[src/rtl/cfg_router_pkg.sv]
package cfg_router_pkg;
  typedef enum logic [1:0] {
    TGT_NONE  = 2'd0,
    TGT_LOCAL = 2'd1,
    TGT_DOWN  = 2'd2
  } target_e;

  typedef enum logic [1:0] {
    ST_IDLE  = 2'd0,
    ST_LOCAL = 2'd1,
    ST_DOWN  = 2'd2
  } state_e;

  localparam logic [7:0] OFF_BUS_PAIR = 8'h18;
  localparam logic [7:0] OFF_SEC_BUS  = 8'h19;
endpackage

[src/rtl/cfg_addr_decode.sv]
module cfg_addr_decode
  import cfg_router_pkg::*;
#(
  parameter int BUS_W   = 8,
  parameter int DEVFN_W = 8,
  parameter int OFF_W   = 8,
  parameter logic [BUS_W-1:0] LOCAL_BUS = '0,
  localparam int ADDR_W = BUS_W + DEVFN_W + OFF_W,
  localparam int NUM_FN = 1 << DEVFN_W
) (
  input  logic [ADDR_W-1:0]  addr,
  input  logic [BUS_W-1:0]   sec_bus,
  input  logic [NUM_FN-1:0]  present,
  output logic [DEVFN_W-1:0] devfn,
  output logic [OFF_W-1:0]   offset,
  output target_e            target
);
  logic [BUS_W-1:0] bus;

  assign bus    = addr[ADDR_W-1 -: BUS_W];
  assign devfn  = addr[OFF_W +: DEVFN_W];
  assign offset = addr[OFF_W-1:0];

  always_comb begin
    if (bus == LOCAL_BUS) begin
      target = present[devfn] ? TGT_LOCAL : TGT_NONE;
    end else if (bus == sec_bus) begin
      target = TGT_DOWN;
    end else begin
      target = TGT_NONE;
    end
  end
endmodule

[src/rtl/cfg_bridge_busnum.sv]
module cfg_bridge_busnum
  import cfg_router_pkg::*;
#(
  parameter int BUS_W  = 8,
  parameter int OFF_W  = 8,
  parameter int DATA_W = 32,
  parameter int LEN_W  = 3
) (
  input  logic              clk,
  input  logic              rst,
  input  logic              cap_en,
  input  logic [OFF_W-1:0]  offset,
  input  logic [LEN_W-1:0]  len,
  input  logic [DATA_W-1:0] wdata,
  output logic [BUS_W-1:0]  sec_bus
);
  always_ff @(posedge clk) begin
    if (rst) begin
      sec_bus <= '0;
    end else if (cap_en) begin
      if (offset == OFF_W'(OFF_SEC_BUS)) begin
        sec_bus <= wdata[BUS_W-1:0];
      end else if (offset == OFF_W'(OFF_BUS_PAIR) && len > LEN_W'(1)) begin
        sec_bus <= wdata[BUS_W +: BUS_W];
      end
    end
  end
endmodule

[src/rtl/cfg_miss_fill.sv]
module cfg_miss_fill #(
  parameter int DATA_W = 32,
  parameter int LEN_W  = 3
) (
  input  logic [LEN_W-1:0]  len,
  output logic [DATA_W-1:0] fill
);
  localparam int NBYTES = DATA_W / 8;

  always_comb begin
    fill = '0;
    for (int b = 0; b < NBYTES; b++) begin
      if (len == LEN_W'(1)) begin
        if (b < 1) fill[b*8 +: 8] = 8'hFF;
      end else if (len == LEN_W'(2)) begin
        if (b < 2) fill[b*8 +: 8] = 8'hFF;
      end else begin
        fill[b*8 +: 8] = 8'hFF;
      end
    end
  end
endmodule

[src/rtl/cfg_router.sv]
module cfg_router
  import cfg_router_pkg::*;
#(
  parameter int BUS_W   = 8,
  parameter int DEVFN_W = 8,
  parameter int OFF_W   = 8,
  parameter int DATA_W  = 32,
  parameter int LEN_W   = 3,
  parameter logic [BUS_W-1:0]   LOCAL_BUS    = 8'h00,
  parameter logic [DEVFN_W-1:0] BRIDGE_DEVFN = 8'h08,
  localparam int ADDR_W = BUS_W + DEVFN_W + OFF_W,
  localparam int NUM_FN = 1 << DEVFN_W
) (
  input  logic               clk,
  input  logic               rst,
  input  logic               req_valid,
  output logic               req_ready,
  input  logic               req_write,
  input  logic [ADDR_W-1:0]  req_addr,
  input  logic [DATA_W-1:0]  req_wdata,
  input  logic [LEN_W-1:0]   req_len,
  output logic               done,
  output logic [DATA_W-1:0]  rdata,
  input  logic [NUM_FN-1:0]  fn_present,
  output logic               fn_valid,
  input  logic               fn_ready,
  output logic               fn_write,
  output logic [DEVFN_W-1:0] fn_devfn,
  output logic [OFF_W-1:0]   fn_offset,
  output logic [DATA_W-1:0]  fn_wdata,
  output logic [LEN_W-1:0]   fn_len,
  input  logic [DATA_W-1:0]  fn_rdata,
  output logic               ds_valid,
  input  logic               ds_ready,
  output logic               ds_write,
  output logic [ADDR_W-1:0]  ds_addr,
  output logic [DATA_W-1:0]  ds_wdata,
  output logic [LEN_W-1:0]   ds_len,
  input  logic [DATA_W-1:0]  ds_rdata
);
  state_e               state;
  target_e              tgt;
  logic [DEVFN_W-1:0]   dec_devfn;
  logic [OFF_W-1:0]     dec_offset;
  logic [BUS_W-1:0]     sec_bus;
  logic [DATA_W-1:0]    miss_fill;
  logic                 accept;
  logic                 bridge_cap;

  cfg_addr_decode #(
    .BUS_W(BUS_W), .DEVFN_W(DEVFN_W), .OFF_W(OFF_W), .LOCAL_BUS(LOCAL_BUS)
  ) u_dec (
    .addr(req_addr), .sec_bus(sec_bus), .present(fn_present),
    .devfn(dec_devfn), .offset(dec_offset), .target(tgt)
  );

  cfg_miss_fill #(.DATA_W(DATA_W), .LEN_W(LEN_W)) u_fill (
    .len(req_len), .fill(miss_fill)
  );

  assign req_ready  = (state == ST_IDLE) && !done;
  assign accept     = req_valid && req_ready;
  assign bridge_cap = accept && req_write && (tgt == TGT_LOCAL) &&
                      (dec_devfn == BRIDGE_DEVFN);

  cfg_bridge_busnum #(
    .BUS_W(BUS_W), .OFF_W(OFF_W), .DATA_W(DATA_W), .LEN_W(LEN_W)
  ) u_bridge (
    .clk(clk), .rst(rst), .cap_en(bridge_cap), .offset(dec_offset),
    .len(req_len), .wdata(req_wdata), .sec_bus(sec_bus)
  );

  always_ff @(posedge clk) begin
    if (rst) begin
      state     <= ST_IDLE;
      done      <= 1'b0;
      rdata     <= '0;
      fn_valid  <= 1'b0;
      fn_write  <= 1'b0;
      fn_devfn  <= '0;
      fn_offset <= '0;
      fn_wdata  <= '0;
      fn_len    <= '0;
      ds_valid  <= 1'b0;
      ds_write  <= 1'b0;
      ds_addr   <= '0;
      ds_wdata  <= '0;
      ds_len    <= '0;
    end else begin
      done <= 1'b0;
      unique case (state)
        ST_IDLE: begin
          if (accept) begin
            unique case (tgt)
              TGT_LOCAL: begin
                fn_valid  <= 1'b1;
                fn_write  <= req_write;
                fn_devfn  <= dec_devfn;
                fn_offset <= dec_offset;
                fn_wdata  <= req_wdata;
                fn_len    <= req_len;
                state     <= ST_LOCAL;
              end
              TGT_DOWN: begin
                ds_valid <= 1'b1;
                ds_write <= req_write;
                ds_addr  <= req_addr;
                ds_wdata <= req_wdata;
                ds_len   <= req_len;
                state    <= ST_DOWN;
              end
              default: begin
                done <= 1'b1;
                if (!req_write) rdata <= miss_fill;
              end
            endcase
          end
        end
        ST_LOCAL: begin
          if (fn_ready) begin
            fn_valid <= 1'b0;
            done     <= 1'b1;
            if (!fn_write) rdata <= fn_rdata;
            state    <= ST_IDLE;
          end
        end
        ST_DOWN: begin
          if (ds_ready) begin
            ds_valid <= 1'b0;
            done     <= 1'b1;
            if (!ds_write) rdata <= ds_rdata;
            state    <= ST_IDLE;
          end
        end
        default: state <= ST_IDLE;
      endcase
    end
  end
endmodule

[config.mk]
export PLATFORM = sky130hd
export DESIGN_NAME = cfg_router
export DESIGN_NICKNAME = d
export VERILOG_FILES = /design/src/rtl/cfg_router_pkg.sv /design/src/rtl/cfg_addr_decode.sv /design/src/rtl/cfg_bridge_busnum.sv /design/src/rtl/cfg_miss_fill.sv /design/src/rtl/cfg_router.sv
export SDC_FILE = /design/constraint.sdc
export NUM_CORES = 1
export LEC_CHECK = 0
export BUFFER_PORTS_ARGS = -buffer_cell sky130_fd_sc_hd__buf_2
export CAP_MARGIN = 30
export CELL_PAD_IN_SITES_DETAIL_PLACEMENT = 1
export CELL_PAD_IN_SITES_GLOBAL_PLACEMENT = 1
export CORE_AREA = 2 2 210 212
export CTS_CLUSTER_DIAMETER = 80
export DETAILED_ROUTE_END_ITERATION = 10
export DIE_AREA = 0 0 212 214
export PLACE_DENSITY_LB_ADDON = 0.08
export REMOVE_ABC_BUFFERS = 1
export SETUP_SLACK_MARGIN = 0.2
export SYNTH_ARGS = -nofsm -noshare
export SYNTH_HDL_FRONTEND = slang
export SYNTH_SLANG_ARGS = --single-unit
[constraint.sdc]
create_clock -name clk -period 6 [get_ports clk]
set_input_delay 1.2 -clock clk [delete_from_list [all_inputs] [get_ports clk]]
set_output_delay 1.2 -clock clk [all_outputs]
set_load 0.02 [all_outputs]
==> flow_summary_export.csv, run 1 <==
group,metric,value,unit
yosys,syn_area,8740,µm²
global_route,gr-total-overflow,0,
timing,min_period_over_period,79.2,%
detailed_routing,routed_wl,42900,µm
clock_tree,cts.sinks,157,
floorplanning,rows,76,
critical_path,crit_cells,11,
final_layout,commonest_non_fill_non_tap_cell_in_the_layout,"sky130_fd_sc_hd__buf_2",
final_layout,area.growth.synth_to_final,43.1,%
final_layout,postLayoutCellArea,12500,µm²
power_and_ir_drop,power_density,210,nW/µm²
floorplanning,fp.dieArea,45400,µm²
critical_path,critical_path.startpoint_type,"input port",
yosys,synth_ff_type,"sky130_fd_sc_hd__dfxtp_1",
final_layout,num-nets-final,1809,
clock_tree,post_cts_clock_slew_at_the_launch_and_capture_registers_of_the_worst_setup_and_hold_paths,0.06,ns
yosys,yosys_warnings,0,
detailed_routing,drc,0,
critical_path,cpMostUsedCell,"sky130_fd_sc_hd__buf_4",
timing,fmax,211,MHz
yosys,synthesis.instances,931,
clock_tree,clk_root_buffer_cell,"sky130_fd_sc_hd__clkbuf_16",
clock_tree,post_cts_buffers,0,
yosys,synth_seq_area_share,36.0,%
timing,finalHoldWorstSlack,0.452,ns
detailed_routing,detailroute.wirelength.met3,3330,µm
clock_tree,clk_path_buf_depth,2,
run,maxCapViolations,0,
critical_path,critical_path.n_buffers_inverters,3,
clock_tree,clock_latency,0.45,ns
critical_path,worst_r2r_path_depth,7,
min_path,worstHoldPathCells,2,
global_route,antenna_found_initial,7,
final_layout,multi_input_comb_area,5160,µm²
timing,totalNegativeSetupSlack,0,ns
critical_path,critical_path.endpoint_type,"flip-flop",
critical_path,highest_delay_cell_along_the_critical_path,"sky130_fd_sc_hd__buf_2",
yosys,synth.ff_latch_count,157,
critical_path,rrSetupSlack,3.07,ns
detailed_routing,routed_length_on_met2,19800,µm
status,status,"complete, no violations",
critical_path,crit_family,"buffers and inverters",
critical_path,critical_path_rt,6.33,ns
critical_path,crit_type,"input port to flip-flop",
critical_path,cp_cell_sequence,"buf_2, buf_4, mux4_2, a22oi_1, nand3_1, a22o_1, or4b_1, a21oi_1, o21ba_1, buf_4, mux2_2",
clock_tree,cts_hold_buffers,0,
detailed_routing,route.detailed.wl_per_inst,21.2,µm
clock_tree,clock_tree_from_tritoncts,"done",
min_path,timing.hold.worst.class,"flip-flop to flip-flop",
final_layout,most_frequent_cells_in_the_layout,"sky130_fd_sc_hd__buf_2, sky130_fd_sc_hd__nand2_1, sky130_fd_sc_hd__dfxtp_1",
global_route,first_global_vias,9781,
floorplanning,initial_utilization,20.4,%
detailed_routing,routed-via-count,9099,
final_layout,final_layout_size_suffix_gt1_share,45.4,%
placement,dp.final_hpwl,33600,µm
placement,port_buffers,532,
floorplanning,design.portCount,533,
global_route,grt_max_degree,90,
power_and_ir_drop,totalPowerFinal,2.62,mW
detailed_routing,drt_first_pass_iters,4,
floorplanning,width_of_the_die,212,µm
placement,globalplace.congestion,0.924,
yosys,syn_avg_cell_area,9.38,µm²
detailed_routing,drt.antenna.violating_nets,0,
timing,report.final.setup_viol,0,
yosys,synth_edf_count,0,
critical_path,cpPeakStageDelay,0.65,ns
yosys,netlist.area_leader.share,36.0,%
clock_tree,numCtsBuffers,17,
yosys,synth_area_leader_cell,"sky130_fd_sc_hd__dfxtp_1",
final_layout,finalCoreUtilization,29.2,%
yosys,ys_async_sr_fraction,0,%
floorplanning,die_h,214,µm
detailed_routing,via_per_inst,4.50,
timing,hold_violations,0,
power_and_ir_drop,p_leak,6.06,nW
global_route,gr-usage-all-layers,18.7,%
detailed_routing,detailedRoute.firstIterationViolations,377,
timing,finalClockSkew,0.00965,ns
timing,rsz0062_at_grt,"no",
yosys,netlist-cell-type-count,54,
timing,maxSlewHeadroom,42.5,%
placement,detailed_place.area,11900,µm²
power_and_ir_drop,worst_ir_drop_vdd,0.000183,V
global_route,grt_pass1_wl,63400,µm
clock_tree,cts_repair_resize_count,0,
final_layout,fill_cells,5132,
yosys,yosys-top-cells-area,"sky130_fd_sc_hd__dfxtp_1, sky130_fd_sc_hd__mux4_2, sky130_fd_sc_hd__mux2i_1",
detailed_routing,route.top_layer_used,"met5",
critical_path,cp.arrival,5.08,ns
timing,period_needed,4.75,ns
clock_tree,cts_h_tree_lvls,4,
timing,final_report_max_slew_violation_count,0,
timing,worst_pin_slew,0.862,ns
final_layout,sequential_cell_area,3140,µm²
detailed_routing,route.layer.met1.wl,18800,µm
critical_path,critical_path.max_fanout,32,
floorplanning,core_area,42900,µm²
## final cells by class
| type | count | area share, % |
|---|---|---|
| multi-input combinational | 686 | 41.3 |
| sequential | 157 | 25.1 |
| timing repair buffer | 549 | 22.7 |
| tap | 585 | 5.85 |
| clock buffer | 23 | 3.90 |
| clock inverter | 9 | 0.791 |
| inverter | 8 | 0.240 |
| antenna | 3 | 0.0600 |
## synthesized netlist by cell type (3+ instances only)
| library cell | number |
|---|---|
| sky130_fd_sc_hd__mux4_2 | 51 |
| sky130_fd_sc_hd__buf_2 | 8 |
| sky130_fd_sc_hd__dfxtp_1 | 157 |
| sky130_fd_sc_hd__nor2b_1 | 22 |
| sky130_fd_sc_hd__nor3_1 | 9 |
| sky130_fd_sc_hd__nand2b_1 | 32 |
| sky130_fd_sc_hd__a32oi_1 | 24 |
| sky130_fd_sc_hd__a22oi_1 | 28 |
| sky130_fd_sc_hd__buf_6 | 5 |
| sky130_fd_sc_hd__mux2_2 | 10 |
| sky130_fd_sc_hd__buf_4 | 13 |
| sky130_fd_sc_hd__nor2_1 | 75 |
| sky130_fd_sc_hd__nand2_1 | 158 |
| sky130_fd_sc_hd__clkbuf_1 | 50 |
| sky130_fd_sc_hd__o22ai_1 | 3 |
| sky130_fd_sc_hd__a21oi_1 | 78 |
| sky130_fd_sc_hd__ha_1 | 5 |
| sky130_fd_sc_hd__nor4_1 | 4 |
| sky130_fd_sc_hd__nand3_1 | 16 |
| sky130_fd_sc_hd__mux2_1 | 6 |
| sky130_fd_sc_hd__a22o_1 | 25 |
| sky130_fd_sc_hd__xor2_1 | 8 |
| sky130_fd_sc_hd__mux2i_1 | 98 |
| sky130_fd_sc_hd__inv_1 | 7 |
## path summary, 6_finish.rpt
check               start                  end
max          req_addr[11]             rdata[0]
max reg2reg      state[1]  u_bridge.sec_bus[7]
min          ds_wdata[20]         ds_wdata[20]
min reg2reg  ds_wdata[20]         ds_wdata[20]
## worst reg2reg max path: stages, from the launching register on
cell                      delay, ns
sky130_fd_sc_hd__dfxtp_1       0.37
sky130_fd_sc_hd__inv_1         0.10
sky130_fd_sc_hd__ha_1          0.25
sky130_fd_sc_hd__inv_1         0.17
sky130_fd_sc_hd__nor2_1        0.43
sky130_fd_sc_hd__nand3_4       0.40
sky130_fd_sc_hd__nor4_4        0.70
sky130_fd_sc_hd__mux2_2        0.41
## sequential cells by signal, indices dropped and copies added, names as in the netlist
name / count
rdata: 32
fn_offset: 8
fn_valid: 1
fn_devfn: 8
fn_write: 1
state: 2
ds_addr: 24
u_bridge.sec_bus: 8
ds_wdata: 32
ds_len: 3
ds_valid: 1
fn_wdata: 32
fn_len: 3
done: 1
ds_write: 1
## cell families after synthesis
logic type                 Yosys count  synth area share (%)
xor gates and xnor gates             9                 0.902
DFF                                157                  36.0
muxes                              165                  26.4
AOI/OAI and AO/OA                  180                  14.2
and+or+nand+nor                    327                  16.7
adders and majority gates            5                 0.716
buffers and inverters               88                  5.14
## per-layer routing
layer / GRT usage (%) / up-vias
met5: 1.62 / -
met4: 5.12 / 8
met3: 6.38 / 42
met2: 30.2 / 274
met1: 23.4 / 4436
li1: - / 4339
## metrics by stage
stage	worst slack, ns	cells
after global routing	1.03	2019
after CTS	1.24	2016
after detailed placement	0.754	1984
after floorplan	0.393	851
final	1.25	2020
after global placement	0.770	1983
## power breakdown
part	leakage [nW]	total [mW]	internal [mW]	switching, mW
registers	1.27	1.07	1.06	0.00905
clock network	0.284	1.11	0.624	0.490
logic	4.50	0.438	0.215	0.223
total	6.06	2.62	1.90	0.722
(Power assumes the default switching activity.)
==> run 2: changes to the inputs <==
--- a/config.mk
+++ b/config.mk
@@ -5,6 +5,7 @@
 export SDC_FILE = /design/constraint.sdc
 export NUM_CORES = 1
 export LEC_CHECK = 0
+export ABC_AREA = 1
 export BUFFER_PORTS_ARGS = -buffer_cell sky130_fd_sc_hd__buf_2
 export CAP_MARGIN = 30
 export CELL_PAD_IN_SITES_DETAIL_PLACEMENT = 1
==> constraint.sdc (replaced) <==
create_clock -name clk -period 4.5 [get_ports clk]
set_input_delay 0.9 -clock clk [delete_from_list [all_inputs] [get_ports clk]]
set_output_delay 0.9 -clock clk [all_outputs]
set_load 0.02 [all_outputs]
==> flow_summary_export.csv, run 2 <==
group,metric,value,unit
status,status,"complete, no violations",
detailed_routing,drt_first_pass_iters,4,
critical_path,cp.arrival,3.82,ns
clock_tree,numCtsBuffers,17,
clock_tree,cts_hold_buffers,0,
final_layout,final_layout_size_suffix_gt1_share,30.5,%
floorplanning,design.portCount,533,
min_path,worst_hold_startpoint,"fn_valid",
critical_path,critical_path.startpoint_type,"input port",
timing,worst_pin_slew,0.845,ns
power_and_ir_drop,power_density,270,nW/µm²
power_and_ir_drop,netSwitchingFraction,30.1,%
min_path,timing.hold.worst.class,"flip-flop to flip-flop",
final_layout,area.growth.synth_to_final,40.5,%
clock_tree,clk_path_buf_depth,2,
critical_path,critical_path_rt,4.82,ns
final_layout,fill_cells,5628,
power_and_ir_drop,worst_ir_drop_vdd,0.000243,V
clock_tree,clk_root_buffer_cell,"sky130_fd_sc_hd__clkbuf_16",
detailed_routing,routed-via-count,11600,
detailed_routing,detailedRoute.firstIterationViolations,563,
placement,port_buffers,532,
yosys,synth_ff_type,"sky130_fd_sc_hd__dfxtp_1",
critical_path,critical_path.endpoint_type,"flip-flop",
yosys,yosys-top-cells-area,"sky130_fd_sc_hd__dfxtp_1, sky130_fd_sc_hd__nand2_1, sky130_fd_sc_hd__nand3_1",
global_route,antenna_found_initial,12,
power_and_ir_drop,power.share.combinational,18.5,%
timing,finalClockSkew,0.00951,ns
placement,globalplace.congestion,0.820,
floorplanning,die_h,214,µm
yosys,synth_area_leader_cell,"sky130_fd_sc_hd__dfxtp_1",
timing,period_needed,3.49,ns
timing,fmax,286,MHz
global_route,first_global_vias,12000,
yosys,syn_area,9220,µm²
floorplanning,rows,76,
final_layout,finalCoreUtilization,30.2,%
clock_tree,clock_latency,0.43,ns
global_route,grt_max_degree,82,
clock_tree,clock_tree_from_tritoncts,"done",
yosys,yosys_warnings,0,
detailed_routing,drt.antenna.violating_nets,0,
timing,maxSlewHeadroom,43.7,%
timing,rsz0062_at_grt,"no",
yosys,netlist.area_leader.share,34.1,%
min_path,worstHoldPathCells,2,
timing,min_period_over_period,77.7,%
final_layout,post_layout_nonfiller_instances,2566,
floorplanning,width_of_the_die,212,µm
power_and_ir_drop,netSwitchingPower,1.05,mW
clock_tree,post_cts_buffers,0,
clock_tree,cts.sinks,157,
floorplanning,core_area,42900,µm²
detailed_routing,routed_wl,47500,µm
critical_path,worstReg2RegStart,"state[0]",
timing,report.final.setup_viol,0,
yosys,netlist-cell-type-count,34,
final_layout,largest_registers,"ds_wdata (32), fn_wdata (32), rdata (32)",
timing,hold_violations,0,
yosys,syn_avg_cell_area,6.13,µm²
critical_path,crit_type,"input port to flip-flop",
final_layout,most_frequent_cells_in_the_layout,"sky130_fd_sc_hd__buf_2, sky130_fd_sc_hd__nand2_1, sky130_fd_sc_hd__nor2_1",
power_and_ir_drop,reg_power_share,40.8,%
final_layout,commonest_non_fill_non_tap_cell_in_the_layout,"sky130_fd_sc_hd__buf_2",
detailed_routing,drc,0,
run,maxCapViolations,0,
yosys,synthesis.instances,1503,
power_and_ir_drop,p_int,2.44,mW
yosys,synth.cells.most_frequent,"sky130_fd_sc_hd__nand2_1, sky130_fd_sc_hd__nor2_1, sky130_fd_sc_hd__nand3_1, sky130_fd_sc_hd__dfxtp_1, sky130_fd_sc_hd__o21ai_0",
yosys,ys_async_sr_fraction,0,%
placement,placed_cells,2526,
floorplanning,fp.dieArea,45400,µm²
power_and_ir_drop,p_leak,6.88,nW
final_layout,sequential_cell_area,3140,µm²
global_route,grt_pass1_wl,71700,µm
timing,finalHoldWorstSlack,0.467,ns
min_path,whs_endpoint,"fn_valid",
floorplanning,initial_utilization,21.5,%
timing,final_report_max_slew_violation_count,0,
final_layout,multi_input_comb_area,5270,µm²
critical_path,crit-reg2reg-capture,"rdata[20]",
clock_tree,cts_repair_resize_count,0,
global_route,gr-total-overflow,0,
power_and_ir_drop,power_frac_clock,40.7,%
yosys,synth.ff_latch_count,157,
critical_path,critical_path.max_fanout,76,
yosys,synth_edf_count,0,
yosys,yosysMostFrequentCell,"sky130_fd_sc_hd__nand2_1",
global_route,gr-usage-all-layers,20.6,%
yosys,synth_seq_area_share,34.1,%
critical_path,rrSetupSlack,1.59,ns
clock_tree,cts_h_tree_lvls,4,
final_layout,num-nets-final,2350,
clock_tree,post_cts_clock_slew_at_the_launch_and_capture_registers_of_the_worst_setup_and_hold_paths,0.06,ns
placement,dp.final_hpwl,35600,µm
critical_path,worst_r2r_path_depth,12,
detailed_routing,via_per_inst,4.52,
detailed_routing,route.detailed.wl_per_inst,18.5,µm
run 2: stage by stage:
step	power [mW]	instance area, µm²	setup WS (ns)	TNS, ns
final	3.50	12900	1.01	0
after global routing	3.70	12900	0.629	0
after CTS	3.55	12900	0.990	0
after detailed placement	2.11	12400	0.529	0
after global placement	2.11	12300	0.634	0
after floorplan	1.74	8660	-0.948	-37.60
run 2: final cells by class:
class,count,area share (%)
clock buffer,18,3.31
timing repair buffer,555,22.8
tap,585,5.65
clock inverter,14,1.02
antenna,8,0.155
sequential,157,24.3
inverter,72,2.12
multi-input combinational,1157,40.7
run 2: worst max path at each step:
stage | startpoint | endpoint | depth (start not counted)
floorplan | req_addr[20] | state[1] | 9
global placement | req_addr[8] | rdata[5] | 20
detailed placement | req_addr[10] | fn_wdata[29] | 16
CTS | req_addr[10] | fn_wdata[29] | 16
global route | req_addr[10] | fn_wdata[14] | 16
finish | req_addr[8] | rdata[2] | 20
run 2: cell families after synthesis:
family,Yosys count,synth area share [%]
XOR/XNOR,8,0.760
flip-flops,157,34.1
buffers and inverters,189,8.99
AO/OA/AOI/OAI,279,16.8
adder cells (fa/ha/maj),5,0.679
AND/OR/NAND/NOR,865,38.7
run 2: power groups by stage:
stage	clock, mW	sequential [mW]	combinational [mW]
3_3_place_gp	0	1.46	0.650
6_report	1.42	1.43	0.646
2_1_floorplan	0	1.49	0.258
4_1_cts	1.47	1.43	0.656
3_5_place_dp	0	1.46	0.654
5_1_grt	1.55	1.43	0.724
run 2: metal layers:
layer  vias up  routed length (µm)  GRT usage, %
met5         -                  69             0
met4        10                 567          4.20
met3        40                3310          6.26
met2       283               22400          35.0
met1      5413               21100          25.5
li1       5840                   -             -
run 2: worst max-delay path, stage by stage:
cell and delay [ns]:
sky130_fd_sc_hd__buf_4 0.28, sky130_fd_sc_hd__clkinv_2 0.19, sky130_fd_sc_hd__buf_12 0.26, sky130_fd_sc_hd__nand2_1 0.10, sky130_fd_sc_hd__nand3_1 0.06, sky130_fd_sc_hd__nand3_1 0.11
sky130_fd_sc_hd__nand2_1 0.10, sky130_fd_sc_hd__nand2_1 0.07, sky130_fd_sc_hd__nand2_1 0.06, sky130_fd_sc_hd__nand2_1 0.06, sky130_fd_sc_hd__nand3_1 0.13, sky130_fd_sc_hd__nor2_1 0.16
sky130_fd_sc_hd__a21oi_2 0.07, sky130_fd_sc_hd__nand2_2 0.16, sky130_fd_sc_hd__nand3_1 0.11, sky130_fd_sc_hd__nand2_2 0.07, sky130_fd_sc_hd__buf_4 0.51, sky130_fd_sc_hd__nand3_1 0.16
sky130_fd_sc_hd__nand2_1 0.10, sky130_fd_sc_hd__nor2_1 0.04
==> run 3: changes to the inputs <==
--- a/config.mk
+++ b/config.mk
@@ -10,10 +10,10 @@
 export CAP_MARGIN = 30
 export CELL_PAD_IN_SITES_DETAIL_PLACEMENT = 1
 export CELL_PAD_IN_SITES_GLOBAL_PLACEMENT = 1
-export CORE_AREA = 2 2 210 212
+export CORE_AREA = 2 2 209 211
 export CTS_CLUSTER_DIAMETER = 80
 export DETAILED_ROUTE_END_ITERATION = 10
-export DIE_AREA = 0 0 212 214
+export DIE_AREA = 0 0 211 213
 export PLACE_DENSITY_LB_ADDON = 0.08
 export REMOVE_ABC_BUFFERS = 1
 export SETUP_SLACK_MARGIN = 0.2
==> constraint.sdc (replaced) <==
create_clock -name clk -period 3.2 [get_ports clk]
set_input_delay 0.64 -clock clk [delete_from_list [all_inputs] [get_ports clk]]
set_output_delay 0.64 -clock clk [all_outputs]
set_load 0.02 [all_outputs]
==> flow_summary_export.csv, run 3 (synthesis results as in run 2) <==
group,metric,value,unit
clock_tree,cts_h_tree_lvls,4,
clock_tree,clock_tree_from_tritoncts,"done",
global_route,grt_max_degree,82,
clock_tree,clk_path_buf_depth,2,
floorplanning,core_area,42700,µm²
power_and_ir_drop,worst_ir_drop_vdd,0.000337,V
floorplanning,width_of_the_die,211,µm
final_layout,commonest_non_fill_non_tap_cell_in_the_layout,"sky130_fd_sc_hd__buf_2",
critical_path,cp_cell_sequence,"buf_4, buf_12, buf_4, nand2_1, nand3_1, nand3_1, nand2_1, nor2_1, nand2_1, nand3_1, nand2_1, nand2_1, a21oi_2, nand2_2, nor2_4, buf_4, o21ai_0, a21oi_1",
detailed_routing,routed_wl,47000,µm
timing,setup_ws,0.558,ns
placement,placed_cells,2499,
clock_tree,numCtsBuffers,17,
critical_path,crit_type,"input port to flip-flop",
timing,min_period_over_period,82.5,%
power_and_ir_drop,reg_power_share,39.9,%
floorplanning,design.portCount,533,
detailed_routing,route.detailed.wl_per_inst,18.5,µm
clock_tree,clk_root_buffer_cell,"sky130_fd_sc_hd__clkbuf_16",
timing,period_needed,2.64,ns
critical_path,cpMostUsedCell,"sky130_fd_sc_hd__nand2_1",
clock_tree,post_cts_buffers,0,
clock_tree,post_cts_clock_slew_at_the_launch_and_capture_registers_of_the_worst_setup_and_hold_paths,0.07,ns
power_and_ir_drop,p_leak,6.96,nW
detailed_routing,drc,0,
critical_path,critical_path.max_fanout,55,
critical_path,critical_path.endpoint_type,"flip-flop",
critical_path,cpPeakStageDelay,0.26,ns
final_layout,num-nets-final,2362,
timing,finalClockSkew,0.0170,ns
global_route,antenna_found_initial,14,
global_route,first_global_vias,12200,
floorplanning,initial_utilization,21.6,%
critical_path,critical_path.n_buffers_inverters,4,
timing,rsz0062_at_grt,"no",
timing,fmax,379,MHz
power_and_ir_drop,p_int,3.56,mW
clock_tree,cts.sinks,157,
clock_tree,cts_hold_buffers,0,
critical_path,crit_family,"simple AND/OR/NAND/NOR gates",
global_route,gr-total-overflow,0,
detailed_routing,via_per_inst,4.62,
floorplanning,die_h,213,µm
status,status,"complete, no violations",
min_path,timing.hold.worst.class,"input port to flip-flop",
timing,final_report_max_slew_violation_count,0,
run,maxCapViolations,0,
timing,report.final.setup_viol,0,
power_and_ir_drop,netSwitchingPower,1.46,mW
critical_path,critical_path_rt,3.56,ns
clock_tree,clock_latency,0.43,ns
timing,hold_violations,0,
detailed_routing,drt_first_pass_iters,5,
power_and_ir_drop,power.share.combinational,18.6,%
placement,globalplace.congestion,0.934,
placement,dp.final_hpwl,35900,µm
final_layout,area.growth.synth_to_final,42.0,%
placement,port_buffers,532,
global_route,gr-usage-all-layers,20.7,%
power_and_ir_drop,totalPowerFinal,5.02,mW
critical_path,highest_delay_cell_along_the_critical_path,"sky130_fd_sc_hd__buf_4",
timing,worst_pin_slew,0.573,ns
detailed_routing,drt.antenna.violating_nets,0,
detailed_routing,detailedRoute.firstIterationViolations,567,
critical_path,cp.arrival,3.00,ns
global_route,grt_pass1_wl,71600,µm
final_layout,largest_registers,"ds_wdata (32), fn_wdata (32), rdata (32)",
power_and_ir_drop,power_frac_clock,41.5,%
final_layout,most_frequent_cells_in_the_layout,"sky130_fd_sc_hd__buf_2, sky130_fd_sc_hd__nand2_1, sky130_fd_sc_hd__nor2_1",
power_and_ir_drop,netSwitchingFraction,29.0,%
timing,maxSlewHeadroom,61.8,%
critical_path,critical_path.startpoint_type,"input port",
floorplanning,rows,76,
final_layout,final_layout_size_suffix_gt1_share,30.9,%
power_and_ir_drop,power_density,383,nW/µm²
floorplanning,fp.dieArea,44900,µm²
placement,worst_slack_at_placement,0.0664,ns
clock_tree,cts_repair_resize_count,0,
detailed_routing,routed-via-count,11700,
final_layout,post_layout_nonfiller_instances,2541,
## run 3: routing by layer
metal,up-vias,wire [µm],track usage [%]
met1,5515,20700,25.8
met3,43,3210,5.82
met2,306,22200,34.8
met5,-,32,0
li1,5870,-,-
met4,6,810,5.78
## run 3: stage by stage
step	cell area [µm²]	TNS, ns	hold slack, ns	utilization (%)
after floorplan	8660	-184.36	0.500	-
after global placement	12500	0	0.450	29.2
after detailed placement	12500	0	0.461	29.2
after CTS	13100	0	0.421	30.6
after global routing	13100	0	0.424	30.7
final	13100	0	0.442	30.7
## run 3: final timing paths
check,cells after the start,startpoint,slack (ns),endpoint
setup / recovery,18,req_addr[8],0.56,fn_wdata[1]
hold / removal,3,req_wdata[17],0.44,fn_wdata[17]
setup reg to reg,12,state[0],0.58,rdata[5]
hold reg to reg,2,fn_valid,0.47,fn_valid
## run 3: area by class of cell
| class | instances | area, µm² |
|---|---|---|
| Fill cell | 5593 | 29600 |
| Multi-Input combinational cell | 1157 | 5270 |
| Sequential cell | 157 | 3140 |
| Timing Repair Buffer | 567 | 3100 |
| Tap cell | 546 | 683 |
| Clock buffer | 19 | 453 |
| Inverter | 72 | 274 |
| Clock inverter | 11 | 134 |
| Antenna cell | 12 | 30.0 |
## run 3: power groups by stage
| stage | registers [mW] | clock network, mW | logic (mW) |
|---|---|---|---|
| 2_1_floorplan | 2.09 | 0 | 0.363 |
| 3_3_place_gp | 2.05 | 0 | 0.942 |
| 3_5_place_dp | 2.05 | 0 | 0.945 |
| 4_1_cts | 2.00 | 2.16 | 0.948 |
| 5_1_grt | 2.01 | 2.24 | 1.05 |
| 6_report | 2.00 | 2.08 | 0.934 |
## run 3: worst reg2reg max path, delay by kind of cell (launching register included)
family	cells	cell delay (ns)
compound gates	1	0.28
fa+ha+maj	1	0.37
buf+inv	3	0.51
flops	1	0.35
simple gates	7	1.01
